--- src/rtl/lfsr_pkg.sv ---
package lfsr_pkg;

    typedef enum logic {
        SHIFT_LEFT  = 1'b0,
        SHIFT_RIGHT = 1'b1
    } shift_dir_e;

    typedef enum logic [1:0] {
        OP_HOLD = 2'd0,
        OP_LOAD = 2'd1,
        OP_STEP = 2'd2
    } lane_op_e;

endpackage

--- src/rtl/lfsr_fib_next.sv ---
module lfsr_fib_next #(
    parameter int            W    = 32,
    parameter logic [W-1:0]  TAPS = 32'h0000_042D
) (
    input  logic [W-1:0]        cur,
    input  lfsr_pkg::shift_dir_e dir,
    output logic [W-1:0]        nxt
);
    import lfsr_pkg::*;

    logic feedback;

    assign feedback = ^(cur & TAPS);

    always_comb begin
        unique case (dir)
            SHIFT_LEFT:  nxt = {cur[W-2:0], feedback};
            SHIFT_RIGHT: nxt = {feedback, cur[W-1:1]};
            default:     nxt = cur;
        endcase
    end
endmodule

--- src/rtl/lfsr_gal_next.sv ---
module lfsr_gal_next #(
    parameter int            W    = 16,
    parameter logic [W-1:0]  TAPS = 16'h0006
) (
    input  logic [W-1:0]        cur,
    input  lfsr_pkg::shift_dir_e dir,
    output logic [W-1:0]        nxt
);
    import lfsr_pkg::*;

    logic         out_bit;
    logic [W-1:0] rotated;

    always_comb begin
        unique case (dir)
            SHIFT_LEFT: begin
                out_bit = cur[W-1];
                rotated = {cur[W-2:0], cur[W-1]};
            end
            SHIFT_RIGHT: begin
                out_bit = cur[0];
                rotated = {cur[0], cur[W-1:1]};
            end
            default: begin
                out_bit = 1'b0;
                rotated = cur;
            end
        endcase
        nxt = rotated ^ (TAPS & {W{out_bit}});
    end
endmodule

--- src/rtl/lfsr_lane.sv ---
module lfsr_lane #(
    parameter int            W       = 32,
    parameter logic [W-1:0]  TAPS    = '0,
    parameter logic [W-1:0]  RST_VAL = 1,
    parameter bit            GALOIS  = 1'b0
) (
    input  logic         clk,
    input  logic         rst_n,
    input  logic [W-1:0] seed,
    input  logic         load,
    input  logic         step,
    input  logic         dir,
    output logic [W-1:0] state
);
    import lfsr_pkg::*;

    lane_op_e     op;
    shift_dir_e   dir_e;
    logic [W-1:0] state_q;
    logic [W-1:0] stepped;

    assign dir_e = shift_dir_e'(dir);

    // Operation decode: load wins over step.
    always_comb begin
        if (load)      op = OP_LOAD;
        else if (step) op = OP_STEP;
        else           op = OP_HOLD;
    end

    generate
        if (GALOIS) begin : g_gal
            lfsr_gal_next #(.W(W), .TAPS(TAPS)) u_next (
                .cur(state_q), .dir(dir_e), .nxt(stepped));
        end else begin : g_fib
            lfsr_fib_next #(.W(W), .TAPS(TAPS)) u_next (
                .cur(state_q), .dir(dir_e), .nxt(stepped));
        end
    endgenerate

    always_ff @(posedge clk or negedge rst_n) begin
        if (!rst_n) begin
            state_q <= RST_VAL;
        end else begin
            unique case (op)
                OP_LOAD: state_q <= seed;
                OP_STEP: state_q <= stepped;
                OP_HOLD: state_q <= state_q;
                default: state_q <= state_q;
            endcase
        end
    end

    always_comb state = state_q;


    reset_value_chk: assert property (@(posedge clk) disable iff (!rst_n)
        $rose(rst_n) |-> state == RST_VAL);

    seed_load_chk: assert property (@(posedge clk) disable iff (!rst_n)
        load |=> state == $past(seed));

    hold_stable_chk: assert property (@(posedge clk) disable iff (!rst_n)
        (!load && !step) |=> $stable(state));

    zero_lock_chk: assert property (@(posedge clk) disable iff (!rst_n)
        (op == OP_STEP && state == '0) |=> state == '0);

    generate
        if (GALOIS) begin : g_gal_chk

            gal_left_wrap_chk: assert property (@(posedge clk) disable iff (!rst_n)
                (op == OP_STEP && dir_e == SHIFT_LEFT) |=>
                    state[0] == ($past(state[W-1]) ^ ($past(state[W-1]) & TAPS[0])));

            gal_right_wrap_chk: assert property (@(posedge clk) disable iff (!rst_n)
                (op == OP_STEP && dir_e == SHIFT_RIGHT) |=>
                    state[W-1] == ($past(state[0]) ^ ($past(state[0]) & TAPS[W-1])));
        end else begin : g_fib_chk

            fib_left_shift_chk: assert property (@(posedge clk) disable iff (!rst_n)
                (op == OP_STEP && dir_e == SHIFT_LEFT) |=>
                    state[W-1:1] == $past(state[W-2:0]));

            fib_right_shift_chk: assert property (@(posedge clk) disable iff (!rst_n)
                (op == OP_STEP && dir_e == SHIFT_RIGHT) |=>
                    state[W-2:0] == $past(state[W-1:1]));
        end
    endgenerate
endmodule

--- src/rtl/dual_lfsr_gen.sv ---
module dual_lfsr_gen #(
    parameter int                FIB_W    = 32,
    parameter logic [FIB_W-1:0]  FIB_TAPS = 32'h0000_042D,
    parameter logic [FIB_W-1:0]  FIB_RST  = 32'h0000_0001,
    parameter int                GAL_W    = 16,
    parameter logic [GAL_W-1:0]  GAL_TAPS = 16'h0006,
    parameter logic [GAL_W-1:0]  GAL_RST  = 16'hACE1
) (
    input  logic             clk,
    input  logic             rst_n,
    input  logic [FIB_W-1:0] fib_seed,
    input  logic             fib_load,
    input  logic             fib_step,
    input  logic             fib_dir,
    output logic [FIB_W-1:0] fib_state,
    input  logic [GAL_W-1:0] gal_seed,
    input  logic             gal_load,
    input  logic             gal_step,
    input  logic             gal_dir,
    output logic [GAL_W-1:0] gal_state
);

    lfsr_lane #(.W(FIB_W), .TAPS(FIB_TAPS), .RST_VAL(FIB_RST), .GALOIS(1'b0)) u_fib (
        .clk(clk), .rst_n(rst_n), .seed(fib_seed), .load(fib_load),
        .step(fib_step), .dir(fib_dir), .state(fib_state));

    lfsr_lane #(.W(GAL_W), .TAPS(GAL_TAPS), .RST_VAL(GAL_RST), .GALOIS(1'b1)) u_gal (
        .clk(clk), .rst_n(rst_n), .seed(gal_seed), .load(gal_load),
        .step(gal_step), .dir(gal_dir), .state(gal_state));


    lane_isolation_chk: assert property (@(posedge clk) disable iff (!rst_n)
        (!gal_load && !gal_step && (fib_load || fib_step)) |=> $stable(gal_state));
endmodule

--- config.mk ---
export PLATFORM = sky130hd
export DESIGN_NAME = dual_lfsr_gen
export DESIGN_NICKNAME = d
export VERILOG_FILES = /design/src/rtl/lfsr_pkg.sv /design/src/rtl/lfsr_fib_next.sv /design/src/rtl/lfsr_gal_next.sv /design/src/rtl/lfsr_lane.sv /design/src/rtl/dual_lfsr_gen.sv
export SDC_FILE = /design/constraint.sdc
export NUM_CORES = 1
export LEC_CHECK = 0
export CORE_MARGIN = 5
export CORE_UTILIZATION = 48
export CTS_CLUSTER_DIAMETER = 50
export CTS_CLUSTER_SIZE = 25
export DETAILED_ROUTE_END_ITERATION = 8
export PLACE_DENSITY = 0.86
export SYNTH_ARGS = -nofsm -noshare
export SYNTH_HDL_FRONTEND = slang
export SYNTH_SLANG_ARGS = --single-unit
--- constraint.sdc ---
create_clock -name clk -period 2.1 [get_ports clk]
set_input_delay 0.63 -clock clk [delete_from_list [all_inputs] [get_ports clk]]
set_output_delay 0.63 -clock clk [all_outputs]
set_load 0.01 [all_outputs]
# [Word-level counts from Yosys, hierarchy flattened]
# Cells that the tools add are included.
[totals] ff_bits=48 out_inout_bits=48
[op_classes] eq_ne=4 muxes=9 bitwise_logic=3 reduce_logical=3
[ops] op="32-bit one-hot mux with 2 select lines" n=2
[ops] op="16-bit one-hot mux with 2 select lines" n=2
[ops] op="32-bit XOR reduction" n=1
[ops] op="16-bit by 3-bit XOR with 16-bit output" n=1
[ops] op="2-bit two-way mux" n=4
[ops] op="2-bit by 1-bit equality test with 1-bit output (second input constant)" n=2
[ops] op="2-bit equality test (second input constant)" n=2
[ops] op="2-bit nonzero test" n=2
[ops] op="1-bit inverter" n=2
[ops] op="1-bit one-hot mux with 2 select lines" n=1

# [Longest topological paths before layout]
[depth] word_depth=4 mapped_depth=6

# [Modules after synthesis]
# From an unflattened synthesis, not the netlist that was laid out.
[unflattened] hier_cells=270 hier_area_um2=2960.3
[by_module_without_submodules] module="lfsr_lane at u_fib" n_inst=1 cells_per_inst=139 area_per_inst_um2=1516.5 seq_area_each_um2=802.0
[by_module_without_submodules] module="lfsr_lane at u_gal" n_inst=1 cells_per_inst=69 area_per_inst_um2=754.5 seq_area_each_um2=410.4
[by_module_without_submodules] module="lfsr_fib_next" n_inst=1 cells_per_inst=41 area_per_inst_um2=420.4 seq_area_each_um2=0.0
[by_module_without_submodules] module="lfsr_gal_next" n_inst=1 cells_per_inst=21 area_per_inst_um2=269.0 seq_area_each_um2=0.0

# [Worst setup path before layout]
# Ideal clock, no wire load.
[synth_timing] kind="input to register" startpoint="input fib_dir" endpoint="register u_fib.state_q[16], in the netlist u_fib.state[16]" setup_time_ns=0.135 arrival_ns=1.440 t_required_ns=1.965 setup_slack_ns=0.525 stages=6 cell_sequence="buf_2 -> buf_2 -> mux2i_1 -> nand2_1 -> o21ai_0 -> o21ai_0"
[synth_between] elab_chain_cells=3
[synth_rtl] element="start, declared" line_no="dual_lfsr_gen.sv:14" text="input logic fib_dir,"
[synth_rtl] element="1-bit inverter" line_no="lfsr_fib_next.sv:16" text="unique case (dir)"
[synth_rtl] element="32-bit one-hot mux with 2 select lines (*)" line_no="lfsr_fib_next.sv:16"
[synth_rtl] element="32-bit one-hot mux with 2 select lines (*)" line_no="lfsr_lane.sv:45" text="unique case (op)"
[synth_rtl] element="end signal, assigned" line_no="lfsr_lane.sv:47" text="OP_STEP: state_q <= stepped;"
[synth_rtl] element="end signal, assigned" line_no="lfsr_lane.sv:48" text="OP_HOLD: state_q <= state_q;"
[synth_rtl] element="end signal, assigned" line_no="lfsr_lane.sv:49" text="default: state_q <= state_q;"
[synth_rtl] element="end, declared" line_no="lfsr_lane.sv:19" text="logic [W-1:0] state_q;"
# Every way passes the cells marked *; elsewhere a longest branch is shown, timed or not.
# A chain may end at the register's enable or synchronous reset.

# [Worst setup path after layout]
[layout_timing] startpoint="register u_gal.state_q[13], in the netlist u_gal.state[13]" endpoint="output gal_state[13]"
[layout_lines] element="start, declared" line_no="lfsr_lane.sv:19"
[layout_lines] element="start signal, assigned" line_no="lfsr_lane.sv:47"
[layout_lines] element="start signal, assigned" line_no="lfsr_lane.sv:48"
[layout_lines] element="start signal, assigned" line_no="lfsr_lane.sv:49"
[layout_lines] element="end, declared" line_no="dual_lfsr_gen.sv:20" text="output logic [GAL_W-1:0] gal_state"
# No word-level cell between the ends.

==> summary.txt <==
Worst setup path
  – Kind of end point of the critical path: output pin
  – Worst path arrival time: between 1000 and 1500 ps
  – Data required, critical path: 1470 ps
  – Sequence of cells on the critical path: clkdlybuf4s50_1
  – Startpoint Class: flop
  – Critical path fanouts, max: 4
  – Largest incremental delay on the critical path: 580 ps
  – Crit path buffers/inverters: 1
  – Cell family with the largest share of critical-path delay: flip-flops
  – Highest-delay cell along the critical path: dfstp_2
  – Category of the critical setup timing path: flop to output pin

Cells and area
  – Sequential Area: around 0.0012 sq mm
  – Post-layout instance area: a little under 0.004 sq mm
  – Antenna fix cells: 0
  – Relative area change from synthesis to final layout: 45.8%
  – Area used by multi-input combinational logic: between 0.001 and 0.0015 sq mm
  – Filler Cell Count: 403
  – Post-layout net count: about 470
  – Layout cells sized above 1: between 8 and 9%
  – Fraction of the core area covered by cells at the end of the flow: between 70% and 80%
  – Final standard cell count with taps included and fillers excluded: between 400 and 500

Power and ir drop
  – Maximum VDD drop: about 370 uV
  – Leakage power: around 1.8 nW
  – Tot Pwr: between 2 and 3 mW
  – Power Dens Cells: 665 mW/mm^2

Drt
  – Via count of the routed design: about 2600
  – DRT met1 WL: around 3200 microns
  – Routed length on met2: between 3000 and 4000 microns
  – Number of routed nets with antenna violations: 0
  – Detail-routed via count per cell: about 5.3
  – Detailed router's first-iteration violation count: about 100
  – Sum of met3 wire segment lengths after detailed routing: roughly 560 microns
  – Residual DRC: 0
  – Average wire per cell in the routed design: roughly 15 microns
  – Top layer reached by signal wires: met4
  – Number of optimization iterations in the first detailed-route pass: 4
  – Final WL: 7210 microns

STA
  – Smallest setup slack after layout: roughly 36 ps
  – Worst hold-check slack: a little under 300 ps
  – Hold Violations, Final: 0
  – Crit share post-route: 98.3%
  – Maximum clock skew at final layout: 11.9 ps
  – Highest Clock Rate: slightly below 500 MHz
  – Worst Tran Pin Value: 475 ps
  – Final setup violation count: 0
  – Unrepaired setup endpoints after global routing: no
  – Final critical path time including I/O delays and setup: 2060 ps
  – Number of max-slew violations in the final report: 0
  – Rel. slew slack: around two thirds
  – Setup TNS Final: 0 ps

CTS
  – Number of clock sinks: 48
  – Clock tree from TritonCTS: yes
  – Clock-pin slew on the worst setup and hold paths: 80 ps
  – Max Root-Sink Buffers: 2
  – Library cell used as clock root buffer: clkbuf_8
  – Clock insertion delay at the later pin of the skew report: around 310 ps
  – Number of buffers created by CTS: 5
  – H-tree depth: 2
  – Quantity of hold-fixing buffers added after cts: 0

Yosys
  – Sequential share of the synthesized area: between 40% and 50%
  – Average footprint of a synthesized cell: 8.63 sq um
  – Ranking of synthesized cells by area: dfrtp_1, mux2i_1, o21ai_0
  – Number of warnings issued by yosys: 0
  – Synthesized Nets: between 300 and 400
  – Area share of the largest cell type after synthesis: between 30% and 40%
  – Number of unique standard cell types used by synthesis: 22
  – Post-synthesis instance total: approximately 320
  – Post-synthesis sequential element count: 48
  – Most area-hungry cell type in the Yosys netlist: dfrtp_1
  – Synth Cell Area: 0.00273 sq mm

GRT
  – Wire length of the first global-routing pass: 11800 microns
  – Number of global-route vias before repair: ~2500
  – Initial antenna violation count: 0
  – Total grt overflow: 0
  – Overall Global Routing Usage: between 10% and 20%
  – Maximum number of pins on one net before global-route repair: just under 50

Job
  – Max-cap violation count: 0

Placed design
  – Cell area after placement: approximately 0.0038 sq mm
  – Dpl ws: 111 ps
  – HPWL Detailed: approximately 5100 microns
  – Instance count after placement with tap cells included: 475
  – I/O Buffers: 103
  – Routability Congestion: 0.792

Floorplanning
  – Number of top-level pins: between 100 and 150
  – Die Area: between 0.007 and 0.008 sq mm
  – Die height: about 85 microns
  – Starting Density: 49.5%
  – Core box area: around 0.0055 sq mm
  – Number of rows in the core area: 27
  – Width of the die: about 85 microns

Outcome
  – Outcome: completed

Hold path
  – Path type of the worst min-delay path: input port to asynchronous set/reset pin
[cells in the mapped netlist]
cell      count
mux2_2        1
a21o_1        3
a211oi_1      4
inv_1         2
o211ai_1      1
nor2b_1       1
dfstp_2       9
buf_2         6
xnor3_1       1
a21oi_1       1
clkbuf_1     14
nand2_1      85
mux2i_1      47
buf_4         1
buf_1         5
xnor2_1       5
nor2_1        5
o221ai_1      1
dfrtp_1      39
o21ai_0      83
nand3b_1      1
a22o_1        1
[layout make-up]
cell class | count | share of cell area (%)
multi-input cells | 240 | 35.2
flip-flops and latches | 48 | 30.5
repair buffers | 114 | 28.7
clock buffers | 7 | 2.42
well taps | 72 | 2.27
clock inverters | 1 | 0.755
inverters | 2 | 0.189
[flip-flops by register name, indices dropped and copies added (netlist names)]
register	cells
u_fib.state	32
u_gal.state	16
[kinds of logic (layout without fill, tap and decap cells)]
logic type	after synthesis	count (layout)	synth area share (%)
xor gates and xnor gates	6	6	2.43
muxes	48	48	17.7
buffers and inverters	28	124	4.27
DFF	48	48	44.5
AOI/OAI and AO/OA	94	94	18.3
and+or+nand+nor	92	92	12.9
[report_power, final]
group          switching (mW)  internal, mW
sequential              0.120          1.04
clock                   0.317         0.420
combinational           0.314         0.433
total                   0.751          1.89
[worst paths after layout]
kind | slack [ps] | cells past startpoint | to | start
max | 40 | 1 | gal_state[13] | u_gal.state[13]$_DFFE_PN1P_
min | 300 | 2 | u_fib.state[19]$_DFFE_PN0P_ | rst_n
max reg2reg | 500 | 4 | u_fib.state[31]$_DFFE_PN0P_ | u_fib.state[10]$_DFFE_PN0P_
min reg2reg | 600 | 2 | u_gal.state[11]$_DFFE_PN1P_ | u_gal.state[11]$_DFFE_PN1P_
max in group asynchronous | 1520 | 2 | u_gal.state[15]$_DFFE_PN1P_ | rst_n
min in group clk | 600 | 2 | u_gal.state[11]$_DFFE_PN1P_ | u_gal.state[11]$_DFFE_PN1P_
[layout by cell type, fill, tap and decap left out, drive strengths merged, types with 2 or more instances in the layout]
| cell type | instances |
|---|---|
| clkbuf | 7 |
| nand2 | 85 |
| nor2 | 5 |
| clkdlybuf4s50 | 95 |
| dfstp | 9 |
| inv | 2 |
| o21ai | 83 |
| dlymetal6s2s | 4 |
| dfrtp | 39 |
| a21o | 3 |
| mux2i | 47 |
| buf | 15 |
| a211oi | 4 |
| xnor2 | 5 |
[layer usage]
metal / vias to the layer above / global-route usage (%)
li1: 1269 / -
met1: 1173 / 27.0
met2: 101 / 31.1
met3: 9 / 4.95
met4: 0 / 6.91
met5: - / 0
[what timing repair did]
item | 4_1_cts | 5_1_grt
setup buffers | 0 | 1
resized for setup | 0 | 4
setup endpoints to repair | 0 | 5
Power figures use the tool's default switching activity.
